### config.mk
export PLATFORM = sky130hd
export DESIGN_NAME = tmr_chan
export DESIGN_NICKNAME = d
export VERILOG_FILES = /design/src/rtl/tmr_pkg.sv /design/src/rtl/tmr_decode.sv /design/src/rtl/tmr_regs.sv /design/src/rtl/tmr_core.sv /design/src/rtl/tmr_chan.sv
export SDC_FILE = /design/constraint.sdc
export NUM_CORES = 1
export LEC_CHECK = 0
export BUFFER_PORTS_ARGS = -buffer_cell sky130_fd_sc_hd__buf_2
export CORE_ASPECT_RATIO = 1.75
export CORE_UTILIZATION = 28
export CTS_CLUSTER_DIAMETER = 100
export DETAILED_ROUTE_END_ITERATION = 12
export PLACE_DENSITY = 0.52
export SETUP_SLACK_MARGIN = 0.05
export SLEW_MARGIN = 20
export SYNTH_ARGS = -nofsm -noshare
export SYNTH_HDL_FRONTEND = slang
export SYNTH_SLANG_ARGS = --single-unit
### constraint.sdc
create_clock -name clk -period 3 [get_ports clk]
set_clock_uncertainty 0.2 [all_clocks]
set_input_delay 0.75 -clock clk [delete_from_list [all_inputs] [get_ports clk]]
set_output_delay 0.75 -clock clk [all_outputs]
set_load 0.02 [all_outputs]
### src/rtl/tmr_pkg.sv
package tmr_pkg;

    localparam int DATA_W = 16;

    // Mode word, most significant field first
    typedef struct packed {
        logic       rsvd;        // 15
        logic       pre_sel;     // 14
        logic       latch_hi;    // 13
        logic       dir_force;   // 12
        logic       dir_down;    // 11
        logic [1:0] clk_src;     // 10..9
        logic [1:0] en_ctrl;     // 8..7
        logic [1:0] hw_en_src;   // 6..5
        logic [2:0] auto_act;    // 4..2
        logic       out_pol;     // 1
        logic       out_src;     // 0
    } mode_t;

    typedef enum logic [1:0] {
        GEN_IDLE   = 2'd0,
        GEN_DELAY  = 2'd1,
        GEN_ACTIVE = 2'd2,
        GEN_DONE   = 2'd3
    } gen_state_e;

    localparam logic [1:0] CLK_X1  = 2'd0;
    localparam logic [1:0] CLK_X2  = 2'd1;
    localparam logic [1:0] CLK_X4  = 2'd2;
    localparam logic [1:0] CLK_INT = 2'd3;

    localparam logic [2:0] ACT_NONE   = 3'd0;
    localparam logic [2:0] ACT_SINGLE = 3'd1;
    localparam logic [2:0] ACT_TRAIN  = 3'd2;
    localparam logic [2:0] ACT_INDEX  = 3'd4;

    localparam logic [1:0] WA_LO   = 2'd0;
    localparam logic [1:0] WA_HI   = 2'd1;
    localparam logic [1:0] WA_MODE = 2'd2;
    localparam logic [1:0] WA_CMD  = 2'd3;

    localparam int CMD_CLR_BIT  = 15;
    localparam int CMD_LOAD_BIT = 14;

endpackage

### src/rtl/tmr_decode.sv
module tmr_decode
    import tmr_pkg::*;
#(
    parameter int SYNC_STAGES = 2
) (
    input  logic       clk,
    input  logic       rst_n,
    input  logic       a_in,
    input  logic       b_in,
    input  logic       idx_in,
    input  logic [1:0] clk_src,
    output logic       step,
    output logic       step_up,
    output logic       idx_rise
);

    logic [SYNC_STAGES-1:0] a_sh, b_sh, i_sh;
    logic a_p, b_p, i_p;
    logic a_s, b_s, i_s;
    logic a_chg, b_chg, legal;

    assign a_s = a_sh[SYNC_STAGES-1];
    assign b_s = b_sh[SYNC_STAGES-1];
    assign i_s = i_sh[SYNC_STAGES-1];

    always_ff @(posedge clk) begin
        if (!rst_n) begin
            a_sh <= '0;
            b_sh <= '0;
            i_sh <= '0;
            a_p  <= 1'b0;
            b_p  <= 1'b0;
            i_p  <= 1'b0;
        end else begin
            a_sh <= {a_sh[SYNC_STAGES-2:0], a_in};
            b_sh <= {b_sh[SYNC_STAGES-2:0], b_in};
            i_sh <= {i_sh[SYNC_STAGES-2:0], idx_in};
            a_p  <= a_s;
            b_p  <= b_s;
            i_p  <= i_s;
        end
    end

    assign a_chg    = a_s ^ a_p;
    assign b_chg    = b_s ^ b_p;
    assign legal    = a_chg ^ b_chg;   // exactly one phase moved
    assign idx_rise = i_s & ~i_p;

    always_comb begin
        step    = 1'b0;
        step_up = a_s ^ b_p;
        unique case (clk_src)
            CLK_X1:  step = legal & a_chg & a_s;
            CLK_X2:  step = legal & a_chg;
            CLK_X4:  step = legal;
            CLK_INT: begin
                step    = 1'b1;
                step_up = 1'b1;
            end
        endcase
    end

endmodule

### src/rtl/tmr_regs.sv
module tmr_regs
    import tmr_pkg::*;
#(
    parameter int CNT_W = 24
) (
    input  logic              clk,
    input  logic              rst_n,
    input  logic              wr_en,
    input  logic [1:0]        wr_addr,
    input  logic [DATA_W-1:0] wr_data,
    input  logic              rd_en,
    input  logic [1:0]        rd_addr,
    input  logic [CNT_W-1:0]  cnt,
    output logic [DATA_W-1:0] rd_data,
    output mode_t             mode_q,
    output logic [CNT_W-1:0]  pre0,
    output logic [CNT_W-1:0]  pre1,
    output logic              cmd_clr,
    output logic              cmd_load,
    output logic              mode_wr
);

    localparam int HI_W = CNT_W - DATA_W;

    logic [CNT_W-1:0] pre_q [2];
    logic [HI_W-1:0]  hold_hi;
    logic [HI_W-1:0]  hi_view;

    assign mode_wr  = wr_en && (wr_addr == WA_MODE);
    assign cmd_clr  = wr_en && (wr_addr == WA_CMD) && wr_data[CMD_CLR_BIT];
    assign cmd_load = wr_en && (wr_addr == WA_CMD) && wr_data[CMD_LOAD_BIT];
    assign pre0     = pre_q[0];
    assign pre1     = pre_q[1];

    always_ff @(posedge clk) begin
        if (!rst_n) begin
            mode_q <= '0;
        end else if (mode_wr) begin
            mode_q <= mode_t'(wr_data);
        end
    end

    for (genvar g = 0; g < 2; g++) begin : g_pre
        always_ff @(posedge clk) begin
            if (!rst_n) begin
                pre_q[g] <= '0;
            end else if (wr_en && (mode_q.pre_sel == g[0])) begin
                if (wr_addr == WA_LO)
                    pre_q[g][DATA_W-1:0] <= wr_data;
                else if (wr_addr == WA_HI)
                    pre_q[g][CNT_W-1:DATA_W] <= wr_data[HI_W-1:0];
            end
        end
    end

    always_ff @(posedge clk) begin
        if (!rst_n) begin
            hold_hi <= '0;
        end else if (rd_en && (rd_addr == WA_LO)) begin
            hold_hi <= cnt[CNT_W-1:DATA_W];
        end
    end

    assign hi_view = mode_q.latch_hi ? hold_hi : cnt[CNT_W-1:DATA_W];

    always_comb begin
        unique case (rd_addr)
            WA_LO:   rd_data = cnt[DATA_W-1:0];
            WA_HI:   rd_data = {{(DATA_W-HI_W){1'b0}}, hi_view};
            WA_MODE: rd_data = mode_q;
            WA_CMD:  rd_data = '0;
        endcase
    end

    assert_mode_rb_R2: assert property (@(posedge clk) disable iff (!rst_n)
        mode_wr |=> (mode_q == $past(wr_data)));

    assert_hold_R14: assert property (@(posedge clk) disable iff (!rst_n)
        (rd_en && rd_addr == WA_LO) |=> (hold_hi == $past(cnt[CNT_W-1:DATA_W])));

endmodule

### src/rtl/tmr_core.sv
module tmr_core
    import tmr_pkg::*;
#(
    parameter int CNT_W = 24
) (
    input  logic             clk,
    input  logic             rst_n,
    input  logic [2:0]       auto_act,
    input  logic [1:0]       clk_src,
    input  logic             dir_force,
    input  logic             dir_down,
    input  logic             out_src,
    input  logic             out_pol,
    input  logic [CNT_W-1:0] pre0,
    input  logic [CNT_W-1:0] pre1,
    input  logic             cmd_clr,
    input  logic             cmd_load,
    input  logic             mode_wr,
    input  logic             step,
    input  logic             step_up,
    input  logic             idx_rise,
    output logic [CNT_W-1:0] cnt,
    output logic             out_pin
);

    localparam logic [CNT_W-1:0] ONE = CNT_W'(1);

    gen_state_e       st, st_nx;
    logic [CNT_W-1:0] cnt_nx;
    logic             is_single, is_train, is_pulse, train_ok, go_down, idx_clr;

    assign is_single = (auto_act == ACT_SINGLE);
    assign is_train  = (auto_act == ACT_TRAIN);
    assign is_pulse  = is_single | is_train;
    assign train_ok  = (pre1 > pre0) && (pre0 != '0);
    assign go_down   = (dir_force || clk_src == CLK_INT) ? dir_down : ~step_up;
    assign idx_clr   = (auto_act == ACT_INDEX) && idx_rise;

    // State register
    always_ff @(posedge clk) begin
        if (!rst_n) begin
            st  <= GEN_IDLE;
            cnt <= '0;
        end else begin
            st  <= st_nx;
            cnt <= cnt_nx;
        end
    end

    // Next state and counter
    always_comb begin
        st_nx  = st;
        cnt_nx = cnt;
        if (cmd_clr) begin
            st_nx  = GEN_IDLE;
            cnt_nx = '0;
        end else if (cmd_load) begin
            if (!is_pulse) begin
                cnt_nx = pre0;
            end else if (is_single) begin
                if (pre1 != '0) begin
                    st_nx  = GEN_DELAY;
                    cnt_nx = pre1;
                end else if (pre0 != '0) begin
                    st_nx  = GEN_ACTIVE;
                    cnt_nx = pre0;
                end else begin
                    st_nx  = GEN_DONE;
                    cnt_nx = '0;
                end
            end else if (train_ok) begin
                st_nx  = GEN_DELAY;
                cnt_nx = pre1;
            end
        end else if (is_pulse) begin
            unique case (st)
                GEN_IDLE, GEN_DONE: ;
                GEN_DELAY: begin
                    if (cnt <= ONE) begin
                        if (pre0 != '0) begin
                            st_nx  = GEN_ACTIVE;
                            cnt_nx = pre0;
                        end else begin
                            st_nx  = GEN_DONE;
                            cnt_nx = '0;
                        end
                    end else begin
                        cnt_nx = cnt - ONE;
                    end
                end
                GEN_ACTIVE: begin
                    if (cnt <= ONE) begin
                        if (is_train) begin
                            st_nx  = GEN_DELAY;
                            cnt_nx = pre1;
                        end else begin
                            st_nx  = GEN_DONE;
                            cnt_nx = '0;
                        end
                    end else begin
                        cnt_nx = cnt - ONE;
                    end
                end
            endcase
        end else if (idx_clr) begin
            cnt_nx = '0;
        end else if (step) begin
            cnt_nx = go_down ? cnt - ONE : cnt + ONE;
        end
        if (mode_wr && !cmd_clr) begin
            st_nx = GEN_IDLE;
        end
    end

    // Outputs
    always_comb begin
        logic raw;
        raw     = out_src ? (cnt == '0) : (st == GEN_ACTIVE);
        out_pin = raw ^ out_pol;
    end

    assert_clr_cmd_R8: assert property (@(posedge clk) disable iff (!rst_n)
        cmd_clr |=> (cnt == '0 && st == GEN_IDLE));

    assert_idx_wins_R10: assert property (@(posedge clk) disable iff (!rst_n)
        (!cmd_clr && !cmd_load && !is_pulse && idx_clr && step) |=> (cnt == '0));

    assert_count_up_R4: assert property (@(posedge clk) disable iff (!rst_n)
        (!cmd_clr && !cmd_load && !is_pulse && !idx_clr && step && !go_down)
            |=> (cnt == $past(cnt) + ONE));

    assert_single_end_R11: assert property (@(posedge clk) disable iff (!rst_n)
        (!cmd_clr && !cmd_load && !mode_wr && is_single && st == GEN_ACTIVE && cnt == ONE)
            |=> (st == GEN_DONE));

    assert_train_loop_R12: assert property (@(posedge clk) disable iff (!rst_n)
        (!cmd_clr && !cmd_load && !mode_wr && is_train && st == GEN_ACTIVE && cnt == ONE)
            |=> (st == GEN_DELAY));

endmodule

### src/rtl/tmr_chan.sv
module tmr_chan
    import tmr_pkg::*;
#(
    parameter int CNT_W       = 24,
    parameter int SYNC_STAGES = 2
) (
    input  logic              clk,
    input  logic              rst_n,
    input  logic              bus_wr,
    input  logic [1:0]        bus_waddr,
    input  logic [DATA_W-1:0] bus_wdata,
    input  logic              bus_rd,
    input  logic [1:0]        bus_raddr,
    output logic [DATA_W-1:0] bus_rdata,
    input  logic              enc_a,
    input  logic              enc_b,
    input  logic              enc_idx,
    output logic              gen_out
);

    mode_t            mode_q;
    logic [CNT_W-1:0] cnt, pre0, pre1;
    logic             cmd_clr, cmd_load, mode_wr;
    logic             step, step_up, idx_rise;

    tmr_regs #(.CNT_W(CNT_W)) u_regs (
        .clk      (clk),
        .rst_n    (rst_n),
        .wr_en    (bus_wr),
        .wr_addr  (bus_waddr),
        .wr_data  (bus_wdata),
        .rd_en    (bus_rd),
        .rd_addr  (bus_raddr),
        .cnt      (cnt),
        .rd_data  (bus_rdata),
        .mode_q   (mode_q),
        .pre0     (pre0),
        .pre1     (pre1),
        .cmd_clr  (cmd_clr),
        .cmd_load (cmd_load),
        .mode_wr  (mode_wr)
    );

    tmr_decode #(.SYNC_STAGES(SYNC_STAGES)) u_decode (
        .clk      (clk),
        .rst_n    (rst_n),
        .a_in     (enc_a),
        .b_in     (enc_b),
        .idx_in   (enc_idx),
        .clk_src  (mode_q.clk_src),
        .step     (step),
        .step_up  (step_up),
        .idx_rise (idx_rise)
    );

    tmr_core #(.CNT_W(CNT_W)) u_core (
        .clk       (clk),
        .rst_n     (rst_n),
        .auto_act  (mode_q.auto_act),
        .clk_src   (mode_q.clk_src),
        .dir_force (mode_q.dir_force),
        .dir_down  (mode_q.dir_down),
        .out_src   (mode_q.out_src),
        .out_pol   (mode_q.out_pol),
        .pre0      (pre0),
        .pre1      (pre1),
        .cmd_clr   (cmd_clr),
        .cmd_load  (cmd_load),
        .mode_wr   (mode_wr),
        .step      (step),
        .step_up   (step_up),
        .idx_rise  (idx_rise),
        .cnt       (cnt),
        .out_pin   (gen_out)
    );

endmodule

Word level (Yosys, flattened, before mapping)
Memory sizes are Yosys's and may differ from the RTL's.
Index checks and enable logic that the tools add are counted.
{"block": "word_totals", "regBits": 59, "in_bits": 27, "ram_bits": 48, "output_inout_bits": 17, "memories": 1, "wordCells": 136}
{"memory": "u_regs.pre_q", "words": 2, "word_bits": 24, "rd": 2, "rd_clocked_by_memory_dff": 0, "wr": 2, "line": "tmr_regs.sv:25", "source": "logic [CNT_W-1:0] pre_q [2];"}
{"block": "op_classes", "order_cmp": 2, "reduce_logical": 24, "bitwise": 17, "n_addsub": 2, "mux": 51, "n_eq_ne": 19}
{"cell": "24-bit two-way mux", "count": 13}
{"cell": "16-bit case mux with 4 select lines", "count": 1}
{"cell": "24-bit case mux with 2 select lines", "count": 1}
{"cell": "24-bit nonzero test", "count": 2}
{"cell": "16-bit two-way mux", "count": 2}
{"cell": "24-bit by 1-bit adder with 24-bit output, second input constant", "count": 1}
{"cell": "24-bit greater-than comparator", "count": 1}
{"cell": "24-bit by 1-bit less-or-equal comparator with 1-bit output, second input constant", "count": 1}
{"cell": "24-bit zero test", "count": 1}
{"cell": "8-bit two-way mux", "count": 3}
{"cell": "24-bit by 1-bit subtractor with 24-bit output, second input constant", "count": 1}
{"cell": "1-bit two-way mux", "count": 20}
{"cell": "2-bit two-way mux", "count": 9}
{"cell": "2-bit == test, second input constant", "count": 7}
{"cell": "1-bit logical AND", "count": 10}
{"cell": "2-bit by 1-bit == test with 1-bit output, second input constant", "count": 4}
{"cell": "2-bit zero test", "count": 3}
{"cell": "3-bit by 2-bit inequality test with 1-bit output, second input constant", "count": 2}
{"cell": "1-bit bitwise OR", "count": 5}
{"cell": "5-bit AND reduction", "count": 1}
{"cell": "1-bit bitwise XOR", "count": 5}
{"cell": "4-bit by 3-bit inequality test with 1-bit output, second input constant", "count": 1}
{"cell": "4-bit inequality test, second input constant", "count": 1}
{"cell": "1-bit inverter", "count": 4}
{"cell": "14 further kinds", "count": 16}

Longest topological paths before layout
Gate-level depths: netlist of the first run.
{"block": "depth", "ltp_word": 9, "mapped_depth": 11, "ltp_nobuf": 9}

Modules after synthesis
A second synthesis of the first run with hierarchy kept.
{"block": "unflattened", "hier_cells": 896, "hier_area_um2": 7709.9}
{"module": "tmr_core", "area_each_um2": 4140.2, "seq_area_each_um2": 520.5, "instances": 1, "cells_per_inst": 578}
{"module": "tmr_regs", "area_each_um2": 3250.6, "seq_area_each_um2": 1921.8, "instances": 1, "cells_per_inst": 290}
{"module": "tmr_decode", "area_each_um2": 319.1, "seq_area_each_um2": 180.2, "instances": 1, "cells_per_inst": 28}

Least setup slack after synthesis of the first run
OpenSTA, ideal clock, no wires.
{"block": "synth_timing", "path_type": "reg2out", "start": "register u_core.cnt[14]", "end": "output port gen_out", "stages_incl_launch_ff": 9, "path_slack_ns": -0.364, "arrival_time_ns": 2.414, "n_path_buf": 3, "cell_sequence": "dfxtp_1 buf_6 or4_4 buf_6 or4_4 buf_6 nor4_1 a21oi_1 xnor2_1"}
{"block": "synth_via", "elab_chain_cells": 3}
{"item": "from (decl)", "line": "tmr_core.sv:22", "source": "output logic [CNT_W-1:0] cnt,"}
{"item": "from (signal assigned)", "line": "tmr_core.sv:46", "source": "cnt <= cnt_nx;"}
{"item": "24-bit zero test", "line": "tmr_core.sv:118", "source": "raw = out_src ? (cnt == '0) : (st == GEN_ACTIVE);"}
{"item": "1-bit two-way mux", "line": "tmr_core.sv:118"}
{"item": "1-bit bitwise XOR", "line": "tmr_core.sv:119", "source": "out_pin = raw ^ out_pol;"}
{"item": "to (decl)", "line": "tmr_chan.sv:18", "source": "output logic gen_out"}
Every way passes these cells.

Worst setup path after layout of the first run
{"block": "layout_timing", "start": "register u_core.cnt[12]", "end": "output port gen_out"}
The elaborated chain is that of the path after synthesis.

==> results.toml, run 1 <==
[sta]
drv_slew = 0
finalSetupTns_ns = -0.316
slew_headroom = 0.486
holdWs_ns = 0.234
fin_crit_sh = 1.11
hold_viol_final = 0
clock.fmax_mhz = 302
fin_ws_ns = -0.316
fin_crit_ns = 3.32
finalSetupViolCount = 1
worst_pin_slew_ns = 0.768
rsz0062_at_grt = "true"

[route]
drtPass1Iterations = 5
drc = 0
via_count = 7295
postRouteAntennaNets = 0
wl_per_cell_um = 22.6
wl_um = 29800
avgViaCountPerCell = 5.54
drtIter0Drc = 526

[die]
dieArea_um2 = 27700
die_height_um = 219
die_x_um = 126
initial_core_util = 0.284
io-pin-count = 44
rows = 79
core_um2 = 26600

[cells_and_area]
final_common_cell = "nand2_1"
final_util = 0.341
fillers = 2769
antenna_cells = 0
final_nets = 1046
mostFrequentLayoutCells = "nand2_1 (99), buf_4 (92), nor2_1 (61), and2_1 (61), dfxtp_1 (58)"
drive_above_1_share = 0.184
area_growth_pct = 19.9

[placed_design]
gp_congestion = 0.914
hpwlAfterDp_um = 23900
io_buffers = 43

[logic_synthesis]
avgSynthCellArea_um2 = 8.33
async_flop_share = 0
ys_warn_count = 0
syn-cell-area_um2 = 7560
synth_edf_count = 48
ys_ff_latch = 107
synth_cell_type_count = 67
postSynthCellCount = 907
synthesis.nets = 965
ys_seq_area_frac = 0.347
synthFlopType = "dfxtp_1"

[min_path]
hold_class = "register to register"

[cts]
clockRootBuffer = "clkbuf_16"
cts.htree.levels = 3
cts_tree = "done"
cts.sinks = 107
ctsLongestPathBuffers = 2
clkLatencyLatePin_ns = 0.38
clkTransAtPathRegs_ns = 0.09
numCtsBuffers = 9

[worst_setup_path]
cp_data_arrival_time_ns = 2.37
cpPeakStageDelay_ns = 0.56
critPathKind = "register to output pin"
required_ns = 2.05
cp_max_fo = 2
worst_path_most_repeated_cell = "or4_4"
crit_slowest_cell = "or4_4"
cp_cell_sequence = "or4_4 -> or4_4 -> nor4_4 -> a21oi_2 -> xnor2_2 -> buf_4"
crit_path_end_kind = "output pin"
cp-start-kind = "register"

[outcome]
violations = "negative setup slack"
status = "complete, but fails checks"

[global_routing]
grtUsageTotal = 0.218
grt_antenna_before_repair = 0
grt_pass1_vias = 7229
grt_pass1_wl_um = 43900
grt_max_degree = 28
globalRouteOverflowTotal = 0

[power_and_ir_drop]
total_power_mw = 5.73
clock_power_share = 0.221
combPwrFrac = 0.481
p_switching_mw = 2.40
ir_drop_mv = 0.273
p_leak_nw = 3.61
intPower_mw = 3.34
powerDensity_nw_per_um2 = 633
p_seq_frac = 0.298
switching_share = 0.418

[flow_run]
cap_violations = 0
==> layout make-up <==
type | count | area [µm²] | area share
Clock buffer | 9 | 225 | 0.0249
Inverter | 38 | 143 | 0.0157
Clock inverter | 7 | 81.3 | 0.00897
Tap cell | 324 | 405 | 0.0447
Timing Repair Buffer | 140 | 1020 | 0.113
Sequential cell | 107 | 2620 | 0.290
Multi-Input combinational cell | 692 | 4560 | 0.504
==> routing by layer <==
| metal | track usage | vias to the layer above | part of all wire |
|---|---|---|---|
| met5 | 0 | - | 0 |
| met4 | 0.155 | 0 | 0.068 |
| met3 | 0.0258 | 82 | 0.031 |
| met2 | 0.423 | 233 | 0.55 |
| met1 | 0.211 | 3480 | 0.35 |
| li1 | - | 3500 | - |
==> cell usage after synthesis (5+ instances only) <==
cell type,number,share of area
nand2_1,99,0.049
and2_1,61,0.050
nor2_1,61,0.030
clkbuf_1,60,0.030
dfxtp_1,59,0.16
edfxtp_1,48,0.19
a21oi_1,47,0.031
o21ai_0,46,0.030
mux2i_1,42,0.056
inv_1,37,0.018
nor3_1,32,0.021
ha_1,31,0.051
nor4_1,29,0.024
a221oi_1,22,0.025
nand3_1,22,0.015
xnor2_1,22,0.025
nand4_1,17,0.014
o22ai_1,14,0.012
o31ai_1,11,0.011
a211oi_1,10,0.0099
xor2_1,10,0.012
o2bb2ai_1,9,0.010
o32ai_1,8,0.0093
o21a_1,7,0.0070
or3_1,7,0.0058
mux2_2,6,0.0089
a22oi_1,5,0.0050
and4_1,5,0.0058
==> registers in the layout, indices dropped and copies added (netlist names) <==
name / cells
u_decode.a_p: 1
u_decode.i_sh: 2
u_core.st: 2
u_decode.a_sh: 2
u_decode.b_p: 1
u_decode.i_p: 1
u_regs.hold_hi: 8
u_regs.pre_q: 48
u_regs.mode_q: 16
u_core.cnt: 24
u_decode.b_sh: 2
==> final timing paths <==
check                          end  slack [ns]  cells past startpoint           startpoint
setup / recovery           gen_out       -0.32                      6       u_core.cnt[12]
hold / removal    u_decode.a_sh[1]        0.23                      1     u_decode.a_sh[0]
setup reg to reg    u_core.cnt[17]        0.12                     10  u_regs.pre_q[1][11]
hold reg to reg   u_decode.a_sh[1]        0.23                      1     u_decode.a_sh[0]
==> power groups by stage <==
stage	Combinational, mW	Clock, mW	Sequential, mW
6_report	2.76	1.27	1.71
5_1_grt	2.98	1.33	1.72
4_1_cts	2.67	1.29	1.71
3_5_place_dp	2.66	0	1.74
3_3_place_gp	2.66	0	1.74
2_1_floorplan	1.82	0	1.70
==> per-stage QoR <==
| step | cell area (µm²) | instances | setup slack [ns] |
|---|---|---|---|
| 3_3_place_gp | 8710 | 1298 | 0.0227 |
| 4_1_cts | 9020 | 1314 | -0.316 |
| 2_1_floorplan | 7580 | 907 | -0.129 |
| 3_5_place_dp | 8710 | 1298 | 0.0491 |
| 6_report | 9060 | 1317 | -0.316 |
| 5_1_grt | 9060 | 1317 | -0.387 |
==> worst max-delay path: cells and delay by family, from the launching register on <==
family                 cells  cell delay, ns
AO/OA/AOI/OAI              1            0.11
buffers and inverters      1            0.15
XOR/XNOR                   1            0.15
flip-flops                 1            0.31
AND/OR/NAND/NOR            3            1.26
==> logic make-up after synthesis <==
logic type / Yosys count / synth area share
simple gates: 360 / 0.244
compound gates: 220 / 0.197
flops: 107 / 0.347
mux: 48 / 0.0646
xor+xnor: 32 / 0.0371
buf+inv: 109 / 0.0593
fa+ha+maj: 31 / 0.0513
==> what timing repair did <==
item,CTS,global route
setup endpoints to repair,1,20
pin swaps,1,1
hold buffers,0,0
gates resized for setup,1,5
gates cloned,0,1
buffers inserted,0,2
Note: power is estimated with default switching activity, not from simulation.
==> run 2, diff against run 1 <==
- PLACE_DENSITY: 0.52 -> 0.51
- clock period: 3 -> 4.1 ns (I/O delays scaled with it)
==> results.toml, run 2 (synthesis gave the netlist of run 1 again) <==
[cts]
clkTransAtPathRegs_ns = 0.07
clkLatencyLatePin_ns = 0.38
cts.sinks = 107
clockRootBuffer = "clkbuf_16"
cts-hold-fix-buffers = 0
post_cts_buffers = 0
ctsLongestPathBuffers = 2
cts-resized-gates = 0
numCtsBuffers = 9
cts.htree.levels = 3
cts_tree = "done"

[worst_setup_path]
cpPeakStageDelay_ns = 0.66
r2r_start = "u_core.cnt[12]"
setup.worst_path.start = "u_core.cnt[12]"
critPathTopFamily = "simple AND/OR/NAND/NOR gates"
crit_path_end_kind = "output pin"
worst_path_most_repeated_cell = "or4_4"
critPathKind = "register to output pin"
path_buf_inv = 1
cp_data_arrival_time_ns = 2.68
cp_cell_sequence = "or4_4 -> or4_4 -> nor4_2 -> a21oi_1 -> xnor2_1 -> buf_2"
crit_slowest_cell = "or4_4"
cp-start-kind = "register"
cp_max_fo = 7
required_ns = 2.87

[global_routing]
globalRouteOverflowTotal = 0
grt_pass1_wl_um = 43000
grt_antenna_before_repair = 0
grt_pass1_vias = 6970
grt_max_degree = 29
grtUsageTotal = 0.213

[route]
avgViaCountPerCell = 5.70
postRouteAntennaNets = 0
wl_um = 29200
wl_per_cell_um = 23.2
drtIter0Drc = 494
drt-met1-wl_um = 9830
drtPass1Iterations = 5
via_count = 7164
wl_met3_um = 1020
drc = 0
wl_met2_um = 15700
dr.max_layer_used = "met4"

[min_path]
hold_class = "register to register"
worstHoldStart = "u_decode.i_sh[0]"

[die]
initial_core_util = 0.284
die_height_um = 219
rows = 79
core_um2 = 26600
die_x_um = 126
dieArea_um2 = 27700
io-pin-count = 44

[cells_and_area]
fillers = 2792
final_nets = 986
drive_above_1_share = 0.123
mostFrequentLayoutCells = "nand2_1 (99), nor2_1 (61), and2_1 (61)"
final_common_cell = "nand2_1"
antenna_cells = 0
top_regs = "u_regs.pre_q x48, u_core.cnt x24, u_regs.mode_q x16"
area_growth_pct = 12.5
top_register = "u_regs.pre_q"
largest_reg_flops = 48

[sta]
rsz0062_at_grt = "false"
fin_crit_sh = 0.952
hold_viol_final = 0
finalSetupTns_ns = 0
drv_slew = 0
holdWs_ns = 0.237
slew_headroom = 0.331
worst_pin_slew_ns = 1.00
clock.fmax_mhz = 256
finalSetupViolCount = 0
fin_crit_ns = 3.90

[flow_run]
cap_violations = 0

[outcome]
status = "completed"

[power_and_ir_drop]
p_leak_nw = 3.28
powerDensity_nw_per_um2 = 473
ir_drop_mv = 0.205
total_power_mw = 4.03

[placed_design]
gp_congestion = 0.978
io_buffers = 43
hpwlAfterDp_um = 23200
run 2: cell types whose count changed in the layout (fill, tap and decap cells not counted), moves of 2 or more:
| cell | delta |
|---|---|
| buf_12 | -6 |
| buf_4 | -54 |
| clkbuf_1 | +2 |
| clkinv_8 | -2 |
| inv_4 | -2 |
| inv_6 | +2 |
| nor4_1 | +2 |
run 2: final timing paths:
| path | endpoint | slack [ns] | cells past startpoint |
|---|---|---|---|
| max | gen_out | 0.20 | 6 |
| min | u_decode.i_sh[1] | 0.24 | 1 |
| max reg2reg | u_core.cnt[12] | 0.66 | 7 |
| min reg2reg | u_decode.i_sh[1] | 0.24 | 1 |
run 2: final cells by class:
cell class	instances	area [µm²]	share of cell area
multi-input cells	691	4520	0.531
flip-flops and latches	107	2620	0.308
repair buffers	81	500	0.0589
well taps	324	405	0.0477
clock buffers	12	258	0.0303
inverters	38	143	0.0168
clock inverters	4	56.3	0.00662
run 2: metrics by stage:
stage	util	std cells	area (µm²)	setup slack [ns]
2_1_floorplan	-	907	7560	0.461
3_3_place_gp	0.308	1241	8180	0.474
3_5_place_dp	0.308	1241	8180	0.506
4_1_cts	0.320	1257	8500	0.0923
5_1_grt	0.320	1257	8500	0.165
6_report	0.320	1257	8500	0.196
run 2: layer usage:
layer | vias to the layer above | GRT usage
li1 | 3381 | -
met1 | 3404 | 0.195
met2 | 271 | 0.413
met3 | 108 | 0.0254
met4 | 0 | 0.182
met5 | - | 0
run 2: report_power, final:
group          switching, mW  internal, mW  total [mW]
clock network          0.432         0.517       0.949
logic                   1.12         0.680        1.80
registers             0.0965          1.18        1.28
run 2: worst reg2reg max path, delay by kind of cell (launching register included):
kind / cells / cell delay [ns]
flip-flops: 1 / 0.31
AO/OA/AOI/OAI: 4 / 1.04
AND/OR/NAND/NOR: 3 / 1.75
==> run 3, diff against run 2 <==
- CTS_BUF_LIST: not set -> sky130_fd_sc_hd__clkbuf_8 sky130_fd_sc_hd__clkbuf_16
==> results.toml, run 3 (synthesis gave the netlist of run 1 again) <==
[die]
die_x_um = 126
core_um2 = 26600
die_height_um = 219
io-pin-count = 44
rows = 79
dieArea_um2 = 27700
initial_core_util = 0.284

[cells_and_area]
largest_reg_flops = 48
area_growth_pct = 12.5
final_common_cell = "nand2_1"
drive_above_1_share = 0.123
fillers = 2792
top_register = "u_regs.pre_q"
antenna_cells = 0
mostFrequentLayoutCells = "nand2_1 (99), nor2_1 (61), and2_1 (61)"
final_nets = 986
final_util = 0.320
top_regs = "u_regs.pre_q x48, u_core.cnt x24, u_regs.mode_q x16"

[placed_design]
dp_slack_ns = 0.506
hpwlAfterDp_um = 23200
io_buffers = 43
gp_congestion = 0.978

[worst_setup_path]
r2r_start = "u_core.cnt[12]"
cp-start-kind = "register"
r2r.worst_path.cells = 7
reg2reg_slack_ns = 0.67
required_ns = 2.87
critPathKind = "register to output pin"
cp_max_fo = 7
crit_path_end_kind = "output pin"
cp_data_arrival_time_ns = 2.68
worstReg2RegEnd = "u_core.cnt[22]"

[route]
wl_met2_um = 15700
drtPass1Iterations = 5
via_count = 7176
postRouteAntennaNets = 0
drc = 0
drtIter0Drc = 491
wl_per_cell_um = 23.2
wl_met3_um = 1020
wl_um = 29100
dr.max_layer_used = "met4"
avgViaCountPerCell = 5.71
drt-met1-wl_um = 9810

[outcome]
status = "completed"

[sta]
finalSetupViolCount = 0
worst_pin_slew_ns = 0.994
slew_headroom = 0.335
rsz0062_at_grt = "false"
fin_crit_sh = 0.952
hold_viol_final = 0
finalSetupTns_ns = 0
fin_crit_ns = 3.90
drv_slew = 0
clock.fmax_mhz = 256
fin_ws_ns = 0.196

[cts]
cts.sinks = 107
clkLatencyLatePin_ns = 0.38
cts_tree = "done"
cts.htree.levels = 3
cts-hold-fix-buffers = 0
clockRootBuffer = "clkbuf_16"
clkTransAtPathRegs_ns = 0.07
ctsLongestPathBuffers = 2
numCtsBuffers = 9

[min_path]
hold_path_depth = 1
hold_class = "register to register"
min_to = "u_decode.i_sh[1]"
worstHoldStart = "u_decode.i_sh[0]"

[power_and_ir_drop]
intPower_mw = 2.38
total_power_mw = 4.02
powerDensity_nw_per_um2 = 473
p_switching_mw = 1.64
switching_share = 0.409
clock_power_share = 0.235
combPwrFrac = 0.447
p_seq_frac = 0.318
ir_drop_mv = 0.205
p_leak_nw = 3.28

[global_routing]
grt_pass1_wl_um = 43000
grt_pass1_vias = 6970
grt_antenna_before_repair = 0
globalRouteOverflowTotal = 0
grt_max_degree = 29
grtUsageTotal = 0.213

[flow_run]
cap_violations = 0
run 3: cell count changes in the layout (fill, tap and decap cells not counted), sizes merged:
| cell | delta |
|---|---|
| clkbuf | -2 |
| inv | +2 |
run 3: power groups by stage:
stage | logic (mW) | registers, mW | clock network [mW]
CTS | 1.75 | 1.28 | 0.958
detailed placement | 1.74 | 1.30 | 0
finish | 1.80 | 1.28 | 0.944
floorplan | 1.31 | 1.24 | 0
global placement | 1.75 | 1.30 | 0
global route | 1.93 | 1.29 | 0.992
run 3: per-layer routing:
| layer | vias to the layer above | GRT usage |
|---|---|---|
| li1 | 3383 | - |
| met1 | 3412 | 0.195 |
| met2 | 273 | 0.413 |
| met3 | 108 | 0.0254 |
| met4 | 0 | 0.182 |
| met5 | - | 0 |
run 3: final cells by class:
type,count,area [µm²],area share
inverters,38,143,0.0168
multi-input cells,691,4520,0.531
clock buffers,10,250,0.0294
well taps,324,405,0.0477
repair buffers,81,500,0.0589
clock inverters,6,63.8,0.00751
flip-flops and latches,107,2620,0.308
run 3: critical path, stage by stage, from the launching register on:
cell,delay [ns]
dfxtp_1,0.31
or4_4,0.58
or4_4,0.66
nor4_2,0.29
a21oi_1,0.12
xnor2_1,0.14
buf_2,0.18
run 3: worst max-delay path by stage:
stage	slack, ns	cells after the start	startpoint	to
2_1_floorplan	0.46	8	u_core.cnt[14]	gen_out
3_3_place_gp	0.47	6	u_core.cnt[12]	gen_out
3_5_place_dp	0.51	6	u_core.cnt[12]	gen_out
4_1_cts	0.09	6	u_core.cnt[12]	gen_out
5_1_grt	0.16	6	u_core.cnt[12]	gen_out
6_report	0.20	6	u_core.cnt[12]	gen_out
run 3: through the flow:
stage                     instances  hold WS, ns  area, µm²
final                          1257        0.237       8500
after global routing           1257        0.263       8500
after CTS                      1257        0.241       8500
after detailed placement       1241        0.219       8180
after global placement         1241        0.215       8180
after floorplan                 907        0.212       7560
run 3: timing repair:
item | in CTS | in global routing
endpoints found under the setup margin | 0 | 1
buffers inserted | 0 | 0
gates resized for setup | 0 | 1
endpoints found under the hold margin | 0 | 0
